===== src/rtl/ee_slv_pkg.sv =====
package ee_slv_pkg;
  typedef enum logic [2:0] {
    ST_IDLE,
    ST_DEV,
    ST_AHI,
    ST_ALO,
    ST_WDAT,
    ST_RDAT
  } ee_state_e;
endpackage


===== src/rtl/ee_line_mon.sv =====
module ee_line_mon (
  input  logic clk_i,
  input  logic rst_ni,
  input  logic scl_i,
  input  logic sda_i,
  output logic scl_rise_o,
  output logic scl_fall_o,
  output logic start_o,
  output logic stop_o
);
  logic scl_q, sda_q;

  always_ff @(posedge clk_i or negedge rst_ni) begin
    if (!rst_ni) begin
      scl_q <= 1'b1;
      sda_q <= 1'b1;
    end else begin
      scl_q <= scl_i;
      sda_q <= sda_i;
    end
  end

  assign scl_rise_o = scl_i & ~scl_q;
  assign scl_fall_o = ~scl_i & scl_q;
  assign start_o    = scl_i & scl_q & sda_q & ~sda_i;
  assign stop_o     = scl_i & scl_q & ~sda_q & sda_i;
endmodule


===== src/rtl/ee_bit_frame.sv =====
module ee_bit_frame #(
  parameter int unsigned BW = 8,
  parameter int unsigned CW = $clog2(BW + 1)
) (
  input  logic          clk_i,
  input  logic          rst_ni,
  input  logic          clear_i,
  input  logic          scl_rise_i,
  input  logic          scl_fall_i,
  input  logic          sda_i,
  output logic [CW-1:0] cnt_o,
  output logic [BW-1:0] rx_o,
  output logic          ack_phase_o,
  output logic          ack_begin_o,
  output logic          ack_end_o,
  output logic          ack_rise_o
);
  logic [CW-1:0] cnt_q;
  logic [BW-1:0] rx_q;
  logic          ack_q;
  logic          full;

  assign full        = (cnt_q == CW'(BW));
  assign ack_begin_o = scl_fall_i & full & ~ack_q;
  assign ack_end_o   = scl_fall_i & ack_q;
  assign ack_rise_o  = scl_rise_i & ack_q;
  assign cnt_o       = cnt_q;
  assign rx_o        = rx_q;
  assign ack_phase_o = ack_q;

  always_ff @(posedge clk_i or negedge rst_ni) begin
    if (!rst_ni) begin
      cnt_q <= '0;
      rx_q  <= '0;
      ack_q <= 1'b0;
    end else if (clear_i) begin
      cnt_q <= '0;
      ack_q <= 1'b0;
    end else begin
      if (scl_rise_i && !ack_q && !full) begin
        rx_q  <= {rx_q[BW-2:0], sda_i};
        cnt_q <= cnt_q + 1'b1;
      end
      if (ack_begin_o) ack_q <= 1'b1;
      if (ack_end_o) begin
        ack_q <= 1'b0;
        cnt_q <= '0;
      end
    end
  end


  ack_slot_chk: assert property (@(posedge clk_i) disable iff (!rst_ni)
    ack_q |-> (cnt_q == CW'(BW)));

  cnt_range_chk: assert property (@(posedge clk_i) disable iff (!rst_ni)
    cnt_q <= CW'(BW));
endmodule


===== src/rtl/ee_addr_ptr.sv =====
module ee_addr_ptr #(
  parameter int unsigned AW = 13,
  parameter int unsigned PW = 5
) (
  input  logic          clk_i,
  input  logic          rst_ni,
  input  logic          load_i,
  input  logic [AW-1:0] load_val_i,
  input  logic          inc_full_i,
  input  logic          inc_page_i,
  output logic [AW-1:0] ptr_o,
  output logic [AW-1:0] ptr_next_o
);
  logic [AW-1:0] ptr_q;
  logic [PW-1:0] page_lo;

  assign ptr_next_o = ptr_q + 1'b1;
  assign page_lo    = ptr_q[PW-1:0] + 1'b1;
  assign ptr_o      = ptr_q;

  always_ff @(posedge clk_i or negedge rst_ni) begin
    if (!rst_ni)         ptr_q <= '0;
    else if (load_i)     ptr_q <= load_val_i;
    else if (inc_page_i) ptr_q <= {ptr_q[AW-1:PW], page_lo};
    else if (inc_full_i) ptr_q <= ptr_next_o;
  end


  page_keep_chk: assert property (@(posedge clk_i) disable iff (!rst_ni)
    (inc_page_i && !load_i) |=> (ptr_q[AW-1:PW] == $past(ptr_q[AW-1:PW])));

  read_wrap_chk: assert property (@(posedge clk_i) disable iff (!rst_ni)
    (inc_full_i && !load_i && !inc_page_i && (ptr_q == {AW{1'b1}})) |=> (ptr_q == '0));
endmodule


===== src/rtl/ee_i2c_slave.sv =====
module ee_i2c_slave
  import ee_slv_pkg::*;
#(
  parameter int unsigned AW       = 13,
  parameter int unsigned DW       = 8,
  parameter int unsigned PW       = 5,
  parameter logic [3:0]  DEV_CODE = 4'b1010,
  parameter logic [2:0]  SLV_SEL  = 3'b000
) (
  input  logic          clk_i,
  input  logic          rst_ni,
  input  logic          scl_i,
  input  logic          sda_i,
  input  logic          wr_busy_i,
  input  logic [DW-1:0] mem_rd_data_i,
  output logic          sda_pull_o,
  output logic          mem_rd_en_o,
  output logic [AW-1:0] mem_rd_addr_o,
  output logic          wr_valid_o,
  output logic          wr_first_o,
  output logic [AW-1:0] wr_addr_o,
  output logic [DW-1:0] wr_data_o,
  output logic          wr_commit_o
);
  localparam int unsigned HW = AW - DW;
  localparam int unsigned CW = $clog2(DW + 1);

  logic scl_rise, scl_fall, start_c, stop_c;
  logic [CW-1:0] cnt;
  logic [DW-1:0] rx;
  logic ack_phase, ack_begin, ack_end, ack_rise;
  logic clr;

  ee_state_e     state_q;
  logic [DW-1:0] tx_q;
  logic [HW-1:0] hi_q;
  logic          rw_q, m_ack_q, wr_seen_q, rd_en_q, rd_pend_q, pull_q;
  logic [AW-1:0] rd_addr_q, wr_addr_q;
  logic [DW-1:0] wr_data_q;
  logic          wr_valid_q, wr_first_q, commit_q;

  logic          ld, inc_full, inc_page, dev_hit, quiet;
  logic [AW-1:0] ptr, ptr_nx;

  ee_line_mon u_mon (
    .clk_i     (clk_i),
    .rst_ni    (rst_ni),
    .scl_i     (scl_i),
    .sda_i     (sda_i),
    .scl_rise_o(scl_rise),
    .scl_fall_o(scl_fall),
    .start_o   (start_c),
    .stop_o    (stop_c)
  );

  assign clr = start_c | stop_c | (state_q == ST_IDLE);

  ee_bit_frame #(.BW(DW), .CW(CW)) u_frm (
    .clk_i      (clk_i),
    .rst_ni     (rst_ni),
    .clear_i    (clr),
    .scl_rise_i (scl_rise),
    .scl_fall_i (scl_fall),
    .sda_i      (sda_i),
    .cnt_o      (cnt),
    .rx_o       (rx),
    .ack_phase_o(ack_phase),
    .ack_begin_o(ack_begin),
    .ack_end_o  (ack_end),
    .ack_rise_o (ack_rise)
  );

  assign quiet   = ~start_c & ~stop_c;
  assign dev_hit = (rx[DW-1:1] == {DEV_CODE, SLV_SEL}) & ~wr_busy_i;

  always_comb begin
    ld       = 1'b0;
    inc_full = 1'b0;
    inc_page = 1'b0;
    if (quiet && ack_begin) begin
      unique case (state_q)
        ST_ALO:  ld       = 1'b1;
        ST_WDAT: inc_page = 1'b1;
        ST_RDAT: inc_full = 1'b1;
        default: ;
      endcase
    end
  end

  ee_addr_ptr #(.AW(AW), .PW(PW)) u_ptr (
    .clk_i     (clk_i),
    .rst_ni    (rst_ni),
    .load_i    (ld),
    .load_val_i({hi_q, rx}),
    .inc_full_i(inc_full),
    .inc_page_i(inc_page),
    .ptr_o     (ptr),
    .ptr_next_o(ptr_nx)
  );

  always_ff @(posedge clk_i or negedge rst_ni) begin
    if (!rst_ni) begin
      state_q    <= ST_IDLE;
      tx_q       <= '0;
      hi_q       <= '0;
      rw_q       <= 1'b0;
      m_ack_q    <= 1'b0;
      wr_seen_q  <= 1'b0;
      rd_en_q    <= 1'b0;
      rd_pend_q  <= 1'b0;
      rd_addr_q  <= '0;
      pull_q     <= 1'b0;
      wr_valid_q <= 1'b0;
      wr_first_q <= 1'b0;
      wr_addr_q  <= '0;
      wr_data_q  <= '0;
      commit_q   <= 1'b0;
    end else begin
      rd_en_q    <= 1'b0;
      wr_valid_q <= 1'b0;
      commit_q   <= 1'b0;
      rd_pend_q  <= rd_en_q;
      if (rd_pend_q) tx_q <= mem_rd_data_i;

      if (start_c) begin
        state_q   <= ST_DEV;
        pull_q    <= 1'b0;
        wr_seen_q <= 1'b0;
      end else if (stop_c) begin
        state_q   <= ST_IDLE;
        pull_q    <= 1'b0;
        commit_q  <= wr_seen_q;
        wr_seen_q <= 1'b0;
      end else if (ack_begin) begin
        unique case (state_q)
          ST_DEV: begin
            if (dev_hit) begin
              pull_q <= 1'b1;
              rw_q   <= rx[0];
              if (rx[0]) begin
                rd_en_q   <= 1'b1;
                rd_addr_q <= ptr;
              end
            end else begin
              pull_q  <= 1'b0;
              state_q <= ST_IDLE;
            end
          end
          ST_AHI: begin
            pull_q <= 1'b1;
            hi_q   <= rx[HW-1:0];
          end
          ST_ALO: pull_q <= 1'b1;
          ST_WDAT: begin
            pull_q     <= 1'b1;
            wr_valid_q <= 1'b1;
            wr_addr_q  <= ptr;
            wr_data_q  <= rx;
            wr_first_q <= ~wr_seen_q;
            wr_seen_q  <= 1'b1;
          end
          ST_RDAT: begin
            pull_q    <= 1'b0;
            rd_en_q   <= 1'b1;
            rd_addr_q <= ptr_nx;
          end
          default: pull_q <= 1'b0;
        endcase
      end else if (ack_rise) begin
        m_ack_q <= ~sda_i;
      end else if (ack_end) begin
        unique case (state_q)
          ST_DEV: begin
            if (rw_q) begin
              state_q <= ST_RDAT;
              pull_q  <= ~tx_q[DW-1];
              tx_q    <= tx_q << 1;
            end else begin
              state_q <= ST_AHI;
              pull_q  <= 1'b0;
            end
          end
          ST_AHI:  begin state_q <= ST_ALO;  pull_q <= 1'b0; end
          ST_ALO:  begin state_q <= ST_WDAT; pull_q <= 1'b0; end
          ST_RDAT: begin
            if (m_ack_q) begin
              pull_q <= ~tx_q[DW-1];
              tx_q   <= tx_q << 1;
            end else begin
              pull_q  <= 1'b0;
              state_q <= ST_IDLE;
            end
          end
          default: pull_q <= 1'b0;
        endcase
      end else if (scl_fall && state_q == ST_RDAT && !ack_phase && cnt != '0) begin
        pull_q <= ~tx_q[DW-1];
        tx_q   <= tx_q << 1;
      end
    end
  end

  assign sda_pull_o    = pull_q;
  assign mem_rd_en_o   = rd_en_q;
  assign mem_rd_addr_o = rd_addr_q;
  assign wr_valid_o    = wr_valid_q;
  assign wr_first_o    = wr_first_q;
  assign wr_addr_o     = wr_addr_q;
  assign wr_data_o     = wr_data_q;
  assign wr_commit_o   = commit_q;


  pull_edge_chk: assert property (@(posedge clk_i) disable iff (!rst_ni)
    (sda_pull_o != $past(sda_pull_o)) |-> $past(scl_fall | start_c | stop_c));

  busy_nack_chk: assert property (@(posedge clk_i) disable iff (!rst_ni)
    (ack_begin && quiet && state_q == ST_DEV && wr_busy_i) |=> !sda_pull_o);

  wr_in_data_chk: assert property (@(posedge clk_i) disable iff (!rst_ni)
    wr_valid_o |-> $past(state_q == ST_WDAT));

  rd_pulse_chk: assert property (@(posedge clk_i) disable iff (!rst_ni)
    mem_rd_en_o |=> !mem_rd_en_o);

  idle_release_chk: assert property (@(posedge clk_i) disable iff (!rst_ni)
    (state_q == ST_IDLE) |-> !sda_pull_o);
endmodule


===== config.mk =====
export PLATFORM = sky130hd
export DESIGN_NAME = ee_i2c_slave
export DESIGN_NICKNAME = d
export VERILOG_FILES = /design/src/rtl/ee_slv_pkg.sv /design/src/rtl/ee_line_mon.sv /design/src/rtl/ee_bit_frame.sv /design/src/rtl/ee_addr_ptr.sv /design/src/rtl/ee_i2c_slave.sv
export SDC_FILE = /design/constraint.sdc
export NUM_CORES = 1
export LEC_CHECK = 0
export BUFFER_PORTS_ARGS = -buffer_cell sky130_fd_sc_hd__clkbuf_2
export CAP_MARGIN = 10
export CORE_UTILIZATION = 50
export DETAILED_ROUTE_END_ITERATION = 8
export GPL_ROUTABILITY_DRIVEN = 0
export HOLD_SLACK_MARGIN = 0.12
export PLACE_DENSITY = 0.7
export RECOVER_POWER = 25
export SLEW_MARGIN = 25
export SYNTH_ARGS = -nofsm -noshare
export SYNTH_HDL_FRONTEND = slang
export SYNTH_HIERARCHICAL = 1
export SYNTH_SLANG_ARGS = --single-unit

===== constraint.sdc =====
create_clock -name clk_i -period 3.9 [get_ports clk_i]
set_input_delay 0 -clock clk_i [delete_from_list [all_inputs] [get_ports clk_i]]
set_output_delay 0 -clock clk_i [all_outputs]
set_load 0.02 [all_outputs]

==> flow_summary.yaml <==
status:
  status: "finished, violations left"
  violations: "max-capacitance violations, max-slew violations"
place:
  numPortBuffers: 51
  place_inst: 553
  dpl.hpwl_um: 5870
grt:
  grt_overflow: 0
  track_usage_pct: 21.2
  grt_pass1_vias: 3024
  grt_max_degree: 88
  grt_first_pass_wirelength_um: 14700
  antenna_found_initial: 0
critical_path:
  critPathRequiredTime_ns: 4.18
  endpoint: "u_ptr/ptr_o[12]"
  r2r_start: "u_frm/cnt_o[0]"
  startpoint: "u_frm/cnt_o[0]"
  start_kind: "flop"
  path_class: "reg -> reg"
  cp-end-kind: "flop"
  arrival_ns: 2.97
  r2r_end: "u_ptr/ptr_o[12]"
  ff2ff_setup_slack_ns: 1.21
  crit_fanout: 9
  r2r_cells: 11
detailed_routing:
  routed_via_density: 5.38
  avgRoutedWirePerCell_um: 14.7
  antenna_left: 0
  drt_iter0_drc: 130
  drc: 0
  firstDrtPassIters: 4
  drt-total-wl_um: 8550
  vias: 3120
power_and_ir_drop:
  vdd_drop_max_mv: 0.248
  p_per_area_nw_per_um2: 445
  p_leak_nw: 2.41
timing:
  skew_ns: 0.00720
  fin_tns_setup_ns: 0
  finalCritPeriodShare_pct: 69.1
  relSlewSlack_pct: -40.0
  setup_viol: 0
  grt_setup_unrepaired: "false"
  fmax_ghz: 0.371
  tightest_slew_ns: 2.10
  drv_slew: 88
  finalHoldViolCount: 0
  finalCriticalPeriod_ns: 2.69
yosys:
  synth-seq-cells: 87
  synth.most_common_cell: "nand2_1"
  synth-edff-count: 0
  yosysSeqAreaShare_pct: 50.1
  synthesis.nets: 432
  postSynthCellCount: 416
  synthFlopType: "dfrtp_1"
  synth_warnings: 6
  synth_top_area_cell: "dfrtp_1"
  synth_top_area_share_pct: 48.9
  synth_area_leaders: "dfrtp_1, nand2_1, mux2i_1"
  synth_area_um2: 4350
  synth.distinct_cells: 59
  async_flop_share_pct: 100
  avgSynthCellArea_um2: 10.5
  yosys-top-cells-count: "nand2_1, dfrtp_1, o21ai_0, mux2i_1, xnor2_1"
clocking:
  cts_tree: "yes"
  clk_latency_ns: 0.36
  htree_levels: 3
  path_clk_slew_ns: 0.09
  clockBufferDepth: 2
  cts-buffers-inserted: 9
  clock_sinks: 87
  root_buffer: "clkbuf_8"
  ctsResizeCount: 0
final_layout:
  layout-drive-gt1-share_pct: 22.1
  area_growth_pct: 14.2
  seqCellArea_um2: 2180
  antennaDiodeCount: 0
  nNetsFinal: 486
  multi_input_area_um2: 2000
  instances_no_fill: 580
  fill_cells: 723
floorplanning:
  ioPinCount: 52
  die_x_um: 95.3
  core.rowCount: 33
  die_area_um2: 9080
  die_y_um: 95.3
  coreArea_um2: 8300
  initial_core_util_pct: 52.4
min_path:
  holdPathStages: 2
  hp-class: "in -> reg"
flow_run:
  drv_cap: 1
repair_timing:
item,4_1_cts,5_1_grt
endpoints found under the hold margin,97,0
setup buffers,0,0
hold buffers,11,0
critical path: stages, from the launching register on:
cell and delay (ns):
dfrtp_1 0.43, inv_1 0.10, ha_1 0.20, and3b_1 0.21, and3b_2 0.28, nand2_2 0.12
or3_1 0.13, inv_1 0.08, nand4b_1 0.29, or4_1 0.47, xor2_1 0.16, o21ai_1 0.14
registers in the layout, indices dropped and copies added (netlist names), 3 cells and up:
name           count
u_frm/cnt_o        4
hi_q               5
wr_addr_o         13
u_ptr/ptr_o       13
mem_rd_addr_o     13
state_q            3
wr_data_o          8
u_frm/rx_o         8
tx_q               8
metal layers:
layer	vias to the layer above	share of wire [%]	routed length [µm]	global-route usage [%]
li1	1552	-	-	-
met1	1474	48	4080	29.3
met2	76	46	3960	32.9
met3	18	4.1	351	4.23
met4	0	1.9	162	8.46
met5	-	0	0	0
per-stage QoR:
stage	setup slack [ns]	hold WS [ns]	area (µm²)	total power, W	utilization [%]
5_1_grt	0.995	0.344	4970	0.00232	59.9
4_1_cts	1.24	0.290	4980	0.00223	60.1
3_5_place_dp	1.28	0.120	4620	0.00145	55.7
3_3_place_gp	1.41	0.139	4620	0.00143	55.7
6_report	1.21	0.336	4970	0.00221	59.9
2_1_floorplan	0.976	-0.296	4350	0.00135	-
how the worst min path moves through the flow:
| stage | startpoint | slack, ns | endpoint |
|---|---|---|---|
| after detailed placement | rst_ni | 0.12 | tx_q[3] |
| after global placement | scl_i | 0.14 | u_mon/scl_q |
| after global routing | scl_i | 0.34 | u_mon/scl_q |
| after floorplan | rst_ni | -0.30 | hi_q[0] |
| after CTS | rst_ni | 0.29 | tx_q[3] |
| final | scl_i | 0.34 | u_mon/scl_q |
final cells by class:
class	count	area share [%]
clock buffers	9	2.49
inverters	9	0.680
flip-flops and latches	87	43.8
well taps	105	2.64
repair buffers	65	7.65
clock inverters	7	2.54
multi-input cells	298	40.1
power by group:
part / total [W] / internal, W / switching, W / leakage [nW]
registers: 0.00111 / 0.000970 / 0.000138 / 1.18
clock network: 0.000773 / 0.000434 / 0.000339 / 0.122
logic: 0.000331 / 0.000177 / 0.000154 / 1.11
total: 0.00221 / 0.00158 / 0.000631 / 2.41
kinds of logic (layout without fill, tap and decap cells):
logic type | Yosys count | in the layout | synth area share (%)
simple gates | 165 | 165 | 19.2
flops | 87 | 87 | 50.1
compound gates | 59 | 59 | 8.60
mux | 48 | 48 | 12.6
buf+inv | 31 | 90 | 4.05
xor+xnor | 23 | 23 | 4.63
fa+ha+maj | 3 | 3 | 0.863
placed cells by master (no fill, tap or decap), drive strengths merged, types with 4 or more instances in the layout:
cell type    count
a21oi            4
and2             4
clkbuf          60
dfrtp           85
dlygate4sd3     11
inv             12
mux2            23
mux2i           25
nand2           90
nand2b           6
nand3            4
nand4            4
nor2            11
nor2b            7
nor3             8
nor4             6
o21ai           38
or3              5
xnor2           16
xor2             7
Note: power is estimated with default switching activity, not from simulation.
